<file path="config.mk">
export PLATFORM = sky130hd
export DESIGN_NAME = dacif_top
export DESIGN_NICKNAME = d
export VERILOG_FILES = /design/src/rtl/dacif_pkg.sv /design/src/rtl/dacif_frame_rx.sv /design/src/rtl/dacif_decode.sv /design/src/rtl/dacif_chan.sv /design/src/rtl/dacif_sdo.sv /design/src/rtl/dacif_top.sv
export SDC_FILE = /design/constraint.sdc
export NUM_CORES = 1
export LEC_CHECK = 0
export BUFFER_PORTS_ARGS = -buffer_cell sky130_fd_sc_hd__buf_2
export CAP_MARGIN = 40
export CELL_PAD_IN_SITES_DETAIL_PLACEMENT = 1
export CELL_PAD_IN_SITES_GLOBAL_PLACEMENT = 1
export CORE_MARGIN = 2
export CORE_UTILIZATION = 45
export CTS_BUF_LIST = sky130_fd_sc_hd__clkbuf_4 sky130_fd_sc_hd__clkbuf_8
export DETAILED_ROUTE_END_ITERATION = 12
export PLACE_DENSITY_LB_ADDON = 0.2
export SLEW_MARGIN = 20
export SYNTH_ARGS = -nofsm -noshare
export SYNTH_HDL_FRONTEND = slang
export SYNTH_HIERARCHICAL = 1
export SYNTH_SLANG_ARGS = --single-unit
</file>
<file path="constraint.sdc">
create_clock -name clk -period 6.96 [get_ports clk]
set_input_delay 2.088 -clock clk [delete_from_list [all_inputs] [get_ports clk]]
set_output_delay 2.088 -clock clk [all_outputs]
set_load 0.01 [all_outputs]
</file>
<file path="src/rtl/dacif_pkg.sv">
package dacif_pkg;

  localparam int N_CH   = 2;
  localparam int CMD_W  = 4;
  localparam int ADR_W  = 4;
  localparam int PD_W   = 2;

  typedef enum logic [CMD_W-1:0] {
    OP_NOP    = 4'h0,
    OP_WRITE  = 4'h3,
    OP_PWRDN  = 4'h4,
    OP_DCFG   = 4'h8,
    OP_RDBK   = 4'h9,
    OP_NOP_DC = 4'hF
  } op_e;

  typedef enum logic [PD_W-1:0] {
    PD_ACTIVE = 2'b00,
    PD_R1K    = 2'b01,
    PD_R100K  = 2'b10,
    PD_HIZ    = 2'b11
  } pdm_e;

  typedef struct packed {
    logic [N_CH-1:0] wr;
    logic            pd_set;
    logic            rb_req;
    logic            rb_sel_b;
    logic            dc_set;
  } dec_t;

endpackage

</file>
<file path="src/rtl/dacif_frame_rx.sv">
module dacif_frame_rx #(
  parameter int FW = 24
) (
  input  logic          clk,
  input  logic          rst_n,
  input  logic          sclk,
  input  logic          cs_n,
  input  logic          sdi,
  output logic          sclk_fall,
  output logic          cs_fall,
  output logic          cs_rise,
  output logic          frame_ok,
  output logic [FW-1:0] frame
);

  localparam int CNT_W   = $clog2(FW + 2);
  localparam int CNT_MAX = FW + 1;

  logic             sclk_q, cs_q;
  logic             sclk_rise;
  logic [CNT_W-1:0] bit_cnt, bit_cnt_n;
  logic [FW-1:0]    shreg_n;
  logic             shift_en;

  assign sclk_rise = sclk & ~sclk_q;
  assign sclk_fall = ~sclk & sclk_q;
  assign cs_fall   = ~cs_n & cs_q;
  assign cs_rise   = cs_n & ~cs_q;
  assign shift_en  = ~cs_n & sclk_rise & ~cs_fall;
  assign frame_ok  = cs_rise & (bit_cnt == CNT_W'(FW));

  always_comb begin
    bit_cnt_n = bit_cnt;
    shreg_n   = frame;
    if (cs_fall) begin
      bit_cnt_n = '0;
    end else if (shift_en) begin
      shreg_n = {frame[FW-2:0], sdi};
      if (bit_cnt != CNT_W'(CNT_MAX)) bit_cnt_n = bit_cnt + 1'b1;
    end
  end

  always_ff @(posedge clk or negedge rst_n) begin
    if (!rst_n) begin
      sclk_q  <= 1'b0;
      cs_q    <= 1'b1;
      bit_cnt <= '0;
      frame   <= '0;
    end else begin
      sclk_q  <= sclk;
      cs_q    <= cs_n;
      bit_cnt <= bit_cnt_n;
      if (shift_en) frame <= shreg_n;
    end
  end


  cnt_clear_chk: assert property (@(posedge clk) disable iff (!rst_n)
    $fell(cs_n) |=> (bit_cnt == '0));


  cnt_bound_chk: assert property (@(posedge clk) disable iff (!rst_n)
    (bit_cnt == CNT_W'(CNT_MAX)) |=> (bit_cnt == CNT_W'(CNT_MAX)) || (bit_cnt == '0));

endmodule

</file>
<file path="src/rtl/dacif_decode.sv">
module dacif_decode
  import dacif_pkg::*;
(
  input  logic             valid,
  input  logic [CMD_W-1:0] cmd,
  input  logic [ADR_W-1:0] addr,
  output dec_t             dec
);

  localparam int ADR_STRIDE = ADR_W - 1;

  always_comb begin
    dec = '0;
    if (valid) begin
      unique case (op_e'(cmd))
        OP_WRITE: begin
          for (int c = 0; c < N_CH; c++) dec.wr[c] = addr[c*ADR_STRIDE];
        end
        OP_PWRDN: dec.pd_set = 1'b1;
        OP_RDBK:  begin
          dec.rb_req   = 1'b1;
          dec.rb_sel_b = (addr == 4'b1000);
        end
        OP_DCFG:  dec.dc_set = 1'b1;
        default:  ;
      endcase
    end
  end

endmodule

</file>
<file path="src/rtl/dacif_chan.sv">
module dacif_chan
  import dacif_pkg::*;
#(
  parameter int DW = 16
) (
  input  logic            clk,
  input  logic            rst_n,
  input  logic            wr_en,
  input  logic [DW-1:0]   wr_data,
  input  logic            pd_en,
  input  logic [PD_W-1:0] pd_code,
  output logic [DW-1:0]   dac_q,
  output logic [PD_W-1:0] pd_q
);

  logic [DW-1:0]   dac_n;
  logic [PD_W-1:0] pd_n;

  always_comb begin
    dac_n = dac_q;
    pd_n  = pd_q;
    if (wr_en) dac_n = wr_data;
    if (pd_en) pd_n  = pd_code;
  end

  always_ff @(posedge clk or negedge rst_n) begin
    if (!rst_n) begin
      dac_q <= '0;
      pd_q  <= PD_ACTIVE;
    end else begin
      if (wr_en) dac_q <= dac_n;
      if (pd_en) pd_q  <= pd_n;
    end
  end


  pd_keeps_code_chk: assert property (@(posedge clk) disable iff (!rst_n)
    (pd_en && !wr_en) |=> $stable(dac_q));

endmodule

</file>
<file path="src/rtl/dacif_sdo.sv">
module dacif_sdo #(
  parameter int FW = 24,
  parameter int DW = 16,
  parameter int HW = 4
) (
  input  logic          clk,
  input  logic          rst_n,
  input  logic          cs_n,
  input  logic          cs_fall,
  input  logic          cs_rise,
  input  logic          sclk_fall,
  input  logic          rb_load,
  input  logic [DW-1:0] rb_val,
  input  logic          dc_load,
  input  logic          dc_val,
  input  logic          chain_msb,
  output logic          sdo,
  output logic          sdo_oe
);

  localparam int TW = FW - HW - DW;

  logic [FW-1:0] out_sr, out_sr_n;
  logic          rb_pend, rb_pend_n;
  logic          rb_act, rb_act_n;
  logic          dc_en, dc_en_n;

  always_comb begin
    out_sr_n  = out_sr;
    rb_pend_n = rb_pend;
    rb_act_n  = rb_act;
    dc_en_n   = dc_en;
    if (cs_fall && rb_pend) begin
      rb_act_n  = 1'b1;
      rb_pend_n = 1'b0;
    end
    if (cs_rise) rb_act_n = 1'b0;
    if (rb_act && !cs_n && sclk_fall) out_sr_n = {out_sr[FW-2:0], 1'b0};
    if (rb_load) begin
      out_sr_n  = {{HW{1'b0}}, rb_val, {TW{1'b0}}};
      rb_pend_n = 1'b1;
    end
    if (dc_load) dc_en_n = dc_val;
  end

  always_ff @(posedge clk or negedge rst_n) begin
    if (!rst_n) begin
      out_sr  <= '0;
      rb_pend <= 1'b0;
      rb_act  <= 1'b0;
      dc_en   <= 1'b0;
    end else begin
      out_sr  <= out_sr_n;
      rb_pend <= rb_pend_n;
      rb_act  <= rb_act_n;
      dc_en   <= dc_en_n;
    end
  end

  assign sdo_oe = rb_act | dc_en;
  assign sdo    = rb_act ? out_sr[FW-1] : chain_msb;


  rb_window_chk: assert property (@(posedge clk) disable iff (!rst_n)
    (cs_n && $past(cs_n)) |-> !rb_act);


  idle_quiet_chk: assert property (@(posedge clk) disable iff (!rst_n)
    (cs_n && $past(cs_n) && !dc_en) |-> !sdo_oe);


  rb_arm_chk: assert property (@(posedge clk) disable iff (!rst_n)
    $rose(rb_act) |-> ($past(rb_pend) && !cs_n));

endmodule

</file>
<file path="src/rtl/dacif_top.sv">
module dacif_top
  import dacif_pkg::*;
#(
  parameter int DW = 16
) (
  input  logic          clk,
  input  logic          rst_n,
  input  logic          sclk,
  input  logic          cs_n,
  input  logic          sdi,
  output logic          sdo,
  output logic          sdo_oe,
  output logic [DW-1:0] dac_a_val,
  output logic [DW-1:0] dac_b_val,
  output logic [1:0]    pd_a,
  output logic [1:0]    pd_b
);

  localparam int FW        = CMD_W + ADR_W + DW;
  localparam int PD_STRIDE = 6;

  logic          rst_m, rst_s;
  logic          sclk_fall, cs_fall, cs_rise, frame_ok;
  logic [FW-1:0] frame;
  dec_t          dec;
  logic [DW-1:0] dac_vals [N_CH];
  logic [PD_W-1:0] pd_vals [N_CH];
  logic [DW-1:0] rb_val;

  always_ff @(posedge clk or negedge rst_n) begin
    if (!rst_n) begin
      rst_m <= 1'b0;
      rst_s <= 1'b0;
    end else begin
      rst_m <= 1'b1;
      rst_s <= rst_m;
    end
  end

  dacif_frame_rx #(.FW(FW)) u_rx (
    .clk(clk), .rst_n(rst_s), .sclk(sclk), .cs_n(cs_n), .sdi(sdi),
    .sclk_fall(sclk_fall), .cs_fall(cs_fall), .cs_rise(cs_rise),
    .frame_ok(frame_ok), .frame(frame)
  );

  dacif_decode u_dec (
    .valid(frame_ok),
    .cmd(frame[FW-1 -: CMD_W]),
    .addr(frame[DW +: ADR_W]),
    .dec(dec)
  );

  for (genvar c = 0; c < N_CH; c++) begin : g_ch
    dacif_chan #(.DW(DW)) u_ch (
      .clk(clk), .rst_n(rst_s),
      .wr_en(dec.wr[c]), .wr_data(frame[DW-1:0]),
      .pd_en(dec.pd_set), .pd_code(frame[c*PD_STRIDE +: PD_W]),
      .dac_q(dac_vals[c]), .pd_q(pd_vals[c])
    );
  end

  assign rb_val = dec.rb_sel_b ? dac_vals[1] : dac_vals[0];

  dacif_sdo #(.FW(FW), .DW(DW), .HW(CMD_W)) u_sdo (
    .clk(clk), .rst_n(rst_s), .cs_n(cs_n), .cs_fall(cs_fall), .cs_rise(cs_rise),
    .sclk_fall(sclk_fall), .rb_load(dec.rb_req), .rb_val(rb_val),
    .dc_load(dec.dc_set), .dc_val(frame[0]), .chain_msb(frame[FW-1]),
    .sdo(sdo), .sdo_oe(sdo_oe)
  );

  assign dac_a_val = dac_vals[0];
  assign dac_b_val = dac_vals[1];
  assign pd_a      = pd_vals[0];
  assign pd_b      = pd_vals[1];


  hold_no_commit_chk: assert property (@(posedge clk) disable iff (!rst_s)
    !frame_ok |=> ($stable(dac_a_val) && $stable(dac_b_val) && $stable(pd_a) && $stable(pd_b)));

endmodule

</file>
==> results by group <==
Clock network
  – CTS clock-pin slew for the worst setup and hold paths: 0.09 ns
  – Clock sinks: 92
  – Cts repair resizes: 0
  – Post-CTS setup buffer count: 0
  – Longest Clk Path Bufs: 2
  – CTS tree: yes
  – CTS hold repair buffers: 0
  – CTS Root Cell: clkbuf_8
  – Clk Latency, worst-skew pair: 0.35 ns
  – CTS buffer count: 9
  – Clock H-tree levels: 3

Synthesis
  – Post-Syn Area per Cell: 13.5 um2
  – Post-synth top area share: 53.8%
  – Area leader, netlist: dfrtp_1
  – Mapped Cells: 313
  – FFs w/ async S/R, synth: 100%
  – Syn. warnings: 6
  – Synth Register Bits: 92
  – Number of flops mapped to enable cells by yosys: 0
  – Cell area after synthesis: 4230 um2
  – Mapped Nets: 321
  – Synth cell types: 37
  – Ys flop type: dfrtp_1
  – Seq/Total Area, Yosys: 54.4%
  – Top post-synthesis cells by area: dfrtp_1, mux2_2, mux2_4

Critical path
  – CP peak stage delay: 0.72 ns
  – Setup Crit Path Kind: input pin to register
  – R2r setup slk: 4.32 ns
  – CP endpoint kind: register
  – FF-to-FF End: u_sdo/out_sr[6]
  – Worst r2r src: u_rx/bit_cnt[1]
  – Buf/Inv on CP: 1
  – CP delay by family, top: simple AND/OR/NAND/NOR gates
  – Crit path arrival time: 4.27 ns
  – Crit path max fanout: 16
  – Reg2Reg Depth: 9
  – Slowest CP cell: and4bb_2
  – Top cell by count, worst path: nor2b_1
  – Startpoint types: input pin
  – Crit-path cells: buf_2, nor2b_1, nand2_1, nor3_1, nand3b_1, and4bb_2, mux2_2, nor2b_1, a21oi_2
  – CP required: 7.20 ns

Floorplanning
  – Die height: 101 um
  – Area of the core: 9200 um2
  – IO Count: 43
  – Initial core utilization: 46.0%
  – Die X: 101 um
  – Cell row count: 35
  – Die area: 10200 um2

STA
  – Worst slew pin tran: 0.573 ns
  – Final worst path period share: 57.9%
  – Worst clock skew: 0.00922 ns
  – Finish-stage setup viols: 0
  – RSZ-0062 raised after global routing: no
  – Setup TNS: 0 ns
  – Fin. Hold Viols: 0
  – Fin. max-slew vios: 0
  – Slew HR: 61.8%
  – Final min period: 4.03 ns
  – FMAX: 248 MHz

Run
  – Max-cap violations: 0

Finish
  – Share of cells above drive strength 1: 46.8%
  – Ant diodes: 0
  – Fillers: 957
  – Nets: 366
  – Area growth syn-to-layout: 12.4%
  – Design Area, Final: 4760 um2
  – Most frequent cells in the layout: dfrtp_1, mux2_2, buf_2
  – Most common cell after layout, fill and taps aside: dfrtp_1
  – Final Util: 51.7%

Pwr
  – Maximum VDD drop: 0.000107 V
  – Leak: 2.36 nW
  – Power per cell area: 218 nW/um2
  – Design Power: 1.04 mW

Placement
  – Port Buffers: 42
  – RePlAce Congestion: 0.750
  – HPWL Detailed: 5640 um
  – DP Area: 4490 um2

Global routing
  – Vias in the first global route: 2683
  – Initial antenna violation count: 0
  – Met2 usage: 27.8%
  – Gr ovfl total: 0
  – Global-route wire length before repair: 14200 um
  – GRT Resource Usage Total: 18.1%
  – Largest net degree at the start of global routing: 68
  – Met1 Use GR: 26.3%
  – Met3 Usage GRT: 2.84%
  – Gr busiest metal: met2

Drt
  – DR DRC count: 0
  – Routed via count: 2518
  – DRT iter0 DRCs: 75
  – Detailed-route wire length: 8580 um
  – WL/cell: 18.1 um
  – DRT Pass-1 Iters: 4
  – Via density: 5.31
  – Final ANT Viol Nets: 0

Outcome
  – Outcome: finished clean

Min path
  – Worst min path class: register to async pin
## per-stage QoR
step                instances  hold WS, ns  setup slack [ns]
floorplan                 313        0.331              3.20
global placement          455        0.229              2.70
detailed placement        457        0.238              2.59
CTS                       473        0.244              2.88
global route              474        0.262              2.68
finish                    474        0.231              2.93
## worst max-delay path by stage
stage / from / endpoint / slack (ns) / cells past startpoint
floorplan: cs_n / u_sdo/out_sr[10] / 3.20 / 10
global placement: cs_n / u_sdo/out_sr[19] / 2.70 / 9
detailed placement: cs_n / u_sdo/out_sr[6] / 2.59 / 9
CTS: cs_n / u_sdo/out_sr[19] / 2.88 / 9
global route: cs_n / u_sdo/out_sr[6] / 2.68 / 9
finish: cs_n / u_sdo/out_sr[6] / 2.93 / 9
## power by group
part           switching [mW]  internal, mW  total, mW
Sequential             0.0197         0.549      0.568
Clock                   0.186         0.248      0.435
Combinational          0.0166        0.0157     0.0323
Total                   0.223         0.813       1.04
## synth_stat cells (2+ instances only)
cell type  instances
buf_6              5
nor3_1             2
nor2_1             2
buf_2              2
inv_1              5
mux2_4            30
buf_12             4
or3_1              3
nor2b_1           17
buf_4              3
nor3b_1            3
nand3b_1           2
dfrtp_1           91
ha_1               3
and4b_1            2
o21ai_0            5
nand2_1           28
clkbuf_1           2
mux2_2            48
nand3_1            2
a21oi_1           23
a21oi_2           16
## layer usage
layer | part of all wire, % | up-vias
met5 | 0 | -
met4 | 1.0 | 0
met3 | 2.1 | 6
met2 | 47 | 28
met1 | 50 | 1304
li1 | - | 1180
## flip-flops by register name, indices dropped and copies added, names as in the netlist
register / count
g_ch.u_ch/dac_q: 32
u_rx/frame: 24
u_sdo/out_sr: 20
u_rx/bit_cnt: 5
g_ch.u_ch/pd_q: 4
rst_m: 1
rst_s: 1
u_rx/cs_q: 1
u_rx/sclk_q: 1
u_sdo/dc_en: 1
u_sdo/rb_act: 1
u_sdo/rb_pend: 1
## worst reg2reg max path, cell delays in order, from the launching register on
cell      delay [ns]
dfrtp_1         0.43
inv_1           0.09
ha_1            0.15
nand2_1         0.05
nor3_1          0.27
nand3b_1        0.20
and4bb_2        0.72
mux2_2          0.41
nor2b_1         0.17
a21oi_2         0.04
## logic make-up (layout without fill, tap and decap cells)
group	after synthesis	in the layout	share of synthesized area, %
other	1	1	0.0886
buffers and inverters	22	72	4.79
adders and majority gates	3	3	0.887
muxes	78	78	23.4
AOI/OAI and AO/OA	47	47	7.15
and+or+nand+nor	70	70	9.25
DFF	92	92	54.4
## cell type report
type / count / area [um2] / area share [%]
clock inverters: 6 / 111 / 2.34
multi-input cells: 199 / 1740 / 36.6
inverters: 5 / 18.8 / 0.395
well taps: 111 / 139 / 2.92
repair buffers: 51 / 302 / 6.34
clock buffers: 10 / 138 / 2.89
flip-flops and latches: 92 / 2310 / 48.5
Power figures use the tool's default switching activity.
